--- src/rtl/lavs_pkg.sv ---
package lavs_pkg;

    typedef enum logic [1:0] {
        LVL_LIGHT = 2'd0,
        LVL_FAIR  = 2'd1,
        LVL_HEAVY = 2'd2
    } level_e;

    localparam int unsigned ROUND_CELLS = 8;
    localparam int unsigned HEAVY_MAJOR = 6;
    localparam int unsigned HEAVY_MINOR = 2;
    localparam int unsigned FAIR_SHARE  = 4;
    localparam int unsigned LIGHT_SHARE = 2;

endpackage

--- src/rtl/lavs_level.sv ---
module lavs_level
    import lavs_pkg::*;
#(
    parameter int unsigned OCC_W  = 6,
    parameter int unsigned FRAC_W = 8,
    parameter int unsigned DEPTH  = 32
) (
    input  logic [OCC_W-1:0]  occ,
    input  logic [FRAC_W-1:0] thr_lo,
    input  logic [FRAC_W-1:0] thr_hi,
    output level_e            level
);
    localparam int unsigned PW = OCC_W + FRAC_W + 1;

    logic [PW-1:0] occ_scaled;
    logic [PW-1:0] lo_mark;
    logic [PW-1:0] hi_mark;

    // Fill ratio compared by cross-multiplying with the depth; no divider.
    always_comb begin
        occ_scaled = PW'(occ) << FRAC_W;
        lo_mark    = PW'(thr_lo) * PW'(DEPTH);
        hi_mark    = PW'(thr_hi) * PW'(DEPTH);
        if (occ_scaled >= hi_mark) begin
            level = LVL_HEAVY;
        end else if (occ_scaled < lo_mark) begin
            level = LVL_LIGHT;
        end else begin
            level = LVL_FAIR;
        end
    end

endmodule

--- src/rtl/lavs_rank.sv ---
module lavs_rank #(
    parameter int unsigned NQ    = 4,
    parameter int unsigned OCC_W = 6,
    parameter int unsigned IW    = 2
) (
    input  logic [NQ-1:0][OCC_W-1:0] occ_a,
    output logic [IW-1:0]            first,
    output logic [IW-1:0]            second
);
    // Ascending scan with strict compare: equal counts keep the lower index.
    always_comb begin
        first = '0;
        for (int i = 1; i < NQ; i++) begin
            if (occ_a[i] > occ_a[first]) begin
                first = IW'(i);
            end
        end
        second = (first == '0) ? IW'(1) : '0;
        for (int i = 0; i < NQ; i++) begin
            if (IW'(i) != first && occ_a[i] > occ_a[second]) begin
                second = IW'(i);
            end
        end
    end

endmodule

--- src/rtl/lavs_quota.sv ---
module lavs_quota
    import lavs_pkg::*;
#(
    parameter int unsigned NQ    = 4,
    parameter int unsigned OCC_W = 6,
    parameter int unsigned IW    = 2,
    parameter int unsigned CW    = 4
) (
    input  level_e                   state,
    input  logic [IW-1:0]            first,
    input  logic [IW-1:0]            second,
    input  logic [NQ-1:0][OCC_W-1:0] occ_a,
    output logic [NQ-1:0][CW-1:0]    quota,
    output logic [CW-1:0]            total
);
    logic [CW-1:0] base;

    always_comb begin
        total = '0;
        quota = '0;
        for (int i = 0; i < NQ; i++) begin
            base = '0;
            unique case (state)
                LVL_HEAVY: begin
                    if (IW'(i) == first) begin
                        base = CW'(HEAVY_MAJOR);
                    end else if (IW'(i) == second) begin
                        base = CW'(HEAVY_MINOR);
                    end
                end
                LVL_FAIR: begin
                    if (IW'(i) == first || IW'(i) == second) begin
                        base = CW'(FAIR_SHARE);
                    end
                end
                default: begin
                    base = CW'(LIGHT_SHARE);
                end
            endcase
            // Cap at what the queue holds; shortfall stays unused.
            if (32'(occ_a[i]) < 32'(base)) begin
                quota[i] = CW'(occ_a[i]);
            end else begin
                quota[i] = base;
            end
            total = total + quota[i];
        end
    end

endmodule

--- src/rtl/lavs_sched.sv ---
module lavs_sched
    import lavs_pkg::*;
#(
    parameter int unsigned NQ     = 4,
    parameter int unsigned DEPTH  = 32,
    parameter int unsigned FRAC_W = 8
) (
    input  logic                               clk,
    input  logic                               rst_n,
    input  logic                               round_start,
    input  logic [FRAC_W-1:0]                  thr_lo,
    input  logic [FRAC_W-1:0]                  thr_hi,
    input  logic [NQ*$clog2(DEPTH+1)-1:0]      occ_flat,
    output logic [NQ-1:0]                      pop,
    output logic                               busy,
    output logic [$clog2(ROUND_CELLS+1)-1:0]   grant_cnt,
    output logic [1:0]                         port_state
);
    localparam int unsigned OCC_W = $clog2(DEPTH + 1);
    localparam int unsigned IW    = $clog2(NQ);
    localparam int unsigned CW    = $clog2(ROUND_CELLS + 1);
    localparam int unsigned KW    = $clog2(NQ + 1);
    localparam int unsigned MAJ   = NQ - 1;

    typedef struct packed {
        logic                 busy;
        level_e               state;
        logic [NQ-1:0][CW-1:0] left;
        logic [CW-1:0]        gcnt;
    } regs_t;

    regs_t q, d;

    logic [NQ-1:0][OCC_W-1:0] occ_a;
    level_e                   lvl [NQ];
    logic [KW-1:0]            heavy_cnt;
    logic [KW-1:0]            light_cnt;
    level_e                   port_state_c;
    logic [IW-1:0]            rank_first;
    logic [IW-1:0]            rank_second;
    logic [NQ-1:0][CW-1:0]    quota;
    logic [CW-1:0]            total;
    logic [NQ-1:0]            pop_c;
    logic                     found;

    for (genvar g = 0; g < NQ; g++) begin : g_queue
        assign occ_a[g] = occ_flat[g*OCC_W +: OCC_W];

        lavs_level #(
            .OCC_W (OCC_W),
            .FRAC_W(FRAC_W),
            .DEPTH (DEPTH)
        ) u_level (
            .occ   (occ_a[g]),
            .thr_lo(thr_lo),
            .thr_hi(thr_hi),
            .level (lvl[g])
        );
    end

    always_comb begin
        heavy_cnt = '0;
        light_cnt = '0;
        for (int i = 0; i < NQ; i++) begin
            if (lvl[i] == LVL_HEAVY) heavy_cnt = heavy_cnt + 1'b1;
            if (lvl[i] == LVL_LIGHT) light_cnt = light_cnt + 1'b1;
        end
        if (heavy_cnt >= KW'(MAJ)) begin
            port_state_c = LVL_HEAVY;
        end else if (light_cnt >= KW'(MAJ)) begin
            port_state_c = LVL_LIGHT;
        end else begin
            port_state_c = LVL_FAIR;
        end
    end

    lavs_rank #(
        .NQ   (NQ),
        .OCC_W(OCC_W),
        .IW   (IW)
    ) u_rank (
        .occ_a (occ_a),
        .first (rank_first),
        .second(rank_second)
    );

    lavs_quota #(
        .NQ   (NQ),
        .OCC_W(OCC_W),
        .IW   (IW),
        .CW   (CW)
    ) u_quota (
        .state (port_state_c),
        .first (rank_first),
        .second(rank_second),
        .occ_a (occ_a),
        .quota (quota),
        .total (total)
    );

    // Lowest-index queue with allocation left is served next.
    always_comb begin
        pop_c = '0;
        found = 1'b0;
        for (int i = 0; i < NQ; i++) begin
            if (!found && q.left[i] != '0) begin
                pop_c[i] = 1'b1;
                found    = 1'b1;
            end
        end
    end

    always_comb begin
        d = q;
        if (q.busy) begin
            for (int i = 0; i < NQ; i++) begin
                if (pop_c[i]) d.left[i] = q.left[i] - 1'b1;
            end
            d.busy = |d.left;
        end else if (round_start) begin
            d.state = port_state_c;
            d.left  = quota;
            d.gcnt  = total;
            d.busy  = (total != '0);
        end
    end

    always_ff @(posedge clk) begin
        if (!rst_n) begin
            q <= '0;
        end else begin
            q <= d;
        end
    end

    assign pop        = q.busy ? pop_c : '0;
    assign busy       = q.busy;
    assign grant_cnt  = q.gcnt;
    assign port_state = q.state;

    AST_POP_ONEHOT: assert property (@(posedge clk) disable iff (!rst_n)
        $onehot0(pop));
    AST_POP_IN_ROUND: assert property (@(posedge clk) disable iff (!rst_n)
        (pop != '0) |-> busy);
    AST_ROUND_FROM_STROBE: assert property (@(posedge clk) disable iff (!rst_n)
        $rose(busy) |-> $past(round_start));
    AST_ROUND_HELD: assert property (@(posedge clk) disable iff (!rst_n)
        (busy && $past(busy)) |-> ($stable(port_state) && $stable(grant_cnt)));
    AST_GRANT_CAP: assert property (@(posedge clk) disable iff (!rst_n)
        grant_cnt <= CW'(ROUND_CELLS));
    AST_STATE_LEGAL: assert property (@(posedge clk) disable iff (!rst_n)
        port_state != 2'd3);

endmodule

--- config.mk ---
export PLATFORM = sky130hd
export DESIGN_NAME = lavs_sched
export DESIGN_NICKNAME = d
export VERILOG_FILES = /design/src/rtl/lavs_pkg.sv /design/src/rtl/lavs_level.sv /design/src/rtl/lavs_rank.sv /design/src/rtl/lavs_quota.sv /design/src/rtl/lavs_sched.sv
export SDC_FILE = /design/constraint.sdc
export NUM_CORES = 1
export LEC_CHECK = 0
export BUFFER_PORTS_ARGS = -buffer_cell sky130_fd_sc_hd__buf_4
export CAP_MARGIN = 20
export CORE_ASPECT_RATIO = 1.25
export CORE_MARGIN = 2
export CORE_UTILIZATION = 62
export DETAILED_ROUTE_END_ITERATION = 12
export HOLD_SLACK_MARGIN = 0.15
export MAX_ROUTING_LAYER = met4
export PLACE_DENSITY_LB_ADDON = 0.25
export SKIP_CTS_REPAIR_TIMING = 1
export SLEW_MARGIN = 20
export SYNTH_ARGS = -nofsm -noshare
export SYNTH_HDL_FRONTEND = slang
export SYNTH_HIERARCHICAL = 1
export SYNTH_SLANG_ARGS = --single-unit
--- constraint.sdc ---
create_clock -name clk -period 14.68 [get_ports clk]
set_input_delay 0.734 -clock clk [delete_from_list [all_inputs] [get_ports clk]]
set_output_delay 0.734 -clock clk [all_outputs]
set_load 0.05 [all_outputs]
==> impl_metrics.toml <==
[setup_path]
cp_data_required_time_ns = 14.82
cp_top_family = "compound AO/OA/AOI/OAI gates"
crit_cells = 59
end_kind = "register"
worstSetupPathType = "in2reg"
path_buf_inv = 7
cp_common_cell = "ha_1"
cp-start-kind = "input pin"
crit_path_start = "occ_flat[3]"
r2r_slack_ns = 12.20
critPathSlowestCell = "a221oi_2"
arrival_ns = 14.08
cp_max_fo = 24
reg2reg_depth = 7
regToRegEndpoint = "busy$_SDFF_PN0_"
cpPeakStageDelay_ns = 0.56
rr_startpoint = "q[4]$_SDFFE_PN0P_"
timing.critical_path.to = "busy$_SDFF_PN0_"

[final_layout]
fin_nets = 820
drive_above_1_share = 0.187
n_antenna_cell = 0
finalCoreUtilization = 0.697
fill_cells = 675
final_cells = 770
area_growth_pct = 8.02

[clocking]
clk_pin_slew_ns = 0.08
tritoncts = "done"
clock_sinks = 23
clk_latency_ns = 0.26
root_buffer = "clkbuf_8"
htreeDepth = 1
cts_inserted_buffers = 3
ctsLongestPathBuffers = 2

[sta]
fmax_ghz = 0.0717
finalHoldViolations = 0
maxSlewHeadroom = 0.443
worst_pin_slew_ns = 0.834
drv_slew = 0
fin_crit_sh = 0.950
rsz0062_at_grt = "false"
fin_crit_ns = 13.94
skew_ns = 0.00818
setup_viol = 0
tns_ns = 0

[floorplanning]
initial_core_util = 0.645
rows = 36
core_um2 = 7880
io_pins = 54
die-area_um2 = 8940
fp.dieW_um = 85.0
die_h_um = 105

[global_routing]
grt_pass1_wl_mm = 22.7
grt_max_degree = 25
track_usage = 0.317
grt_overflow = 0
grt_pass1_vias = 4929
antenna_found_initial = 0

[routing]
drt-initial-drc-count = 222
ant_nets = 0
routed_via_density = 6.33
first_pass_iters = 4
route.detailed.drc = 0
wire_per_inst_um = 18.1
vias = 4871
drt_wl_total_mm = 14.0

[place]
dp.cells = 766
place_hpwl_mm = 11.1
port_buffers = 53
place_congestion = 0.934

[synth]
synthArstFlopShare = 0
synth.yosys.seq_area_share = 0.0906
ys_ff_latch = 23
ys.flop_type = "dfxtp_1"
syn_avg_cell_area_um2 = 7.92
yosysWarningCount = 6
synth_top_area_share = 0.234
yosys-top-cells-area = "ha_1 (23%), dfxtp_1 (9.1%), inv_1 (6.7%)"
netlist_area_um2 = 5080
synth_edf_count = 0
ys_types = 79
synth_top_area_cell = "ha_1"
syn-instance-count = 642

[status]
status = "finished, final reports clean"

[pwr]
power_uw = 805
power_leakage_uw = 0.00264
powerDensity_nw_per_um2 = 146
ir_drop_mv = 0.114

[hold_path]
hp-start = "grant_cnt[2]$_SDFFE_PN0P_"
min_path_type = "reg2reg"

[flow_run]
drv_cap = 0
cells in the mapped netlist, types with 6 or more instances:
master and n:
ha_1 95, inv_1 91, a21oi_1 52, nor2_1 39
nand2_1 32, dfxtp_1 23, a211oi_1 22, nor2b_1 20
a21o_1 15, nand2b_1 15, o21ai_0 15, nor3_1 13
a31oi_1 12, buf_4 11, nand3_1 11, a221oi_2 9
mux2_2 9, nor4_1 9, buf_2 8, a21oi_2 7
clkbuf_1 7, mux2i_1 7, nor4b_1 7, fa_1 6
nand4_1 6
how the worst min path moves through the flow:
stage	endpoint	depth (start not counted)	slack [ns]
after floorplan	grant_cnt[0]$_SDFFE_PN0P_	2	0.44
after global placement	grant_cnt[0]$_SDFFE_PN0P_	2	0.45
after detailed placement	grant_cnt[2]$_SDFFE_PN0P_	2	0.45
after CTS	grant_cnt[2]$_SDFFE_PN0P_	2	0.46
after global routing	grant_cnt[2]$_SDFFE_PN0P_	2	0.49
final	grant_cnt[2]$_SDFFE_PN0P_	2	0.46
placed cells by master (no fill, tap or decap), drive strengths merged, types with 7 or more instances in the layout:
| master | Yosys | routed |
|---|---|---|
| a21o | 15 | 15 |
| a211oi | 27 | 27 |
| nor2b | 20 | 20 |
| o21ai | 19 | 19 |
| or2 | 7 | 7 |
| mux2i | 7 | 7 |
| a31oi | 12 | 12 |
| a21oi | 59 | 59 |
| ha | 95 | 95 |
| mux2 | 13 | 13 |
| nor2 | 45 | 45 |
| a221oi | 11 | 11 |
| nand3 | 12 | 12 |
| nor3 | 13 | 13 |
| nor4 | 10 | 10 |
| nand2 | 32 | 32 |
| nand2b | 15 | 15 |
| nor4b | 11 | 11 |
| buf | 23 | 56 |
| inv | 91 | 91 |
| dfxtp | 23 | 23 |
state kept, by name (all words and copies together) (netlist names):
| register | flops |
|---|---|
| grant_cnt | 4 |
| busy | 1 |
| q | 16 |
| port_state | 2 |
through the flow:
step                      setup slack (ns)  hold WS (ns)  instance area, µm²
after floorplan                       2.36         0.437                5090
after global placement                1.21         0.448                5450
after detailed placement             0.737         0.448                5450
after CTS                            0.989         0.459                5490
after global routing                 0.116         0.487                5490
final                                0.741         0.456                5490
layout make-up:
class / instances / area (µm²) / area share
Multi-Input combinational cell: 501 / 4110 / 0.748
Sequential cell: 23 / 460 / 0.0838
Timing Repair Buffer: 56 / 420 / 0.0766
Inverter: 91 / 342 / 0.0622
Tap cell: 95 / 119 / 0.0216
Clock buffer: 4 / 45.0 / 0.00820
kinds of logic (layout without fill, tap and decap cells):
| logic type | count (synthesis) | in the layout | synth area share |
|---|---|---|---|
| adder cells (fa/ha/maj) | 101 | 101 | 0.257 |
| multiplexers | 20 | 20 | 0.0455 |
| flip-flops | 23 | 23 | 0.0906 |
| XOR/XNOR | 5 | 5 | 0.00862 |
| AO/OA/AOI/OAI | 176 | 176 | 0.261 |
| AND/OR/NAND/NOR | 195 | 195 | 0.231 |
| buffers and inverters | 121 | 151 | 0.105 |
| other | 1 | 4 | 0.000738 |
routing by layer:
layer  global-route usage  up-vias  routed length (µm)
met5                    -        -                   0
met2                0.604      155                7520
met3               0.0211       41                 558
met4                0.136        0                 558
met1                0.330     2289                5320
li1                     -     2386                   -
where the power goes:
group,switching (µW),total [µW],internal (µW)
sequential,29.6,111,81.6
clock,19.9,39.3,19.4
combinational,386,654,268
total,435,805,369
tightest hold or removal path, delay by kind of cell, from the launching register on:
kind	cells	cell delay, ns
AOI/OAI and AO/OA	1	0.05
and+or+nand+nor	1	0.05
DFF	1	0.31
Note: power is estimated with default switching activity, not from simulation.
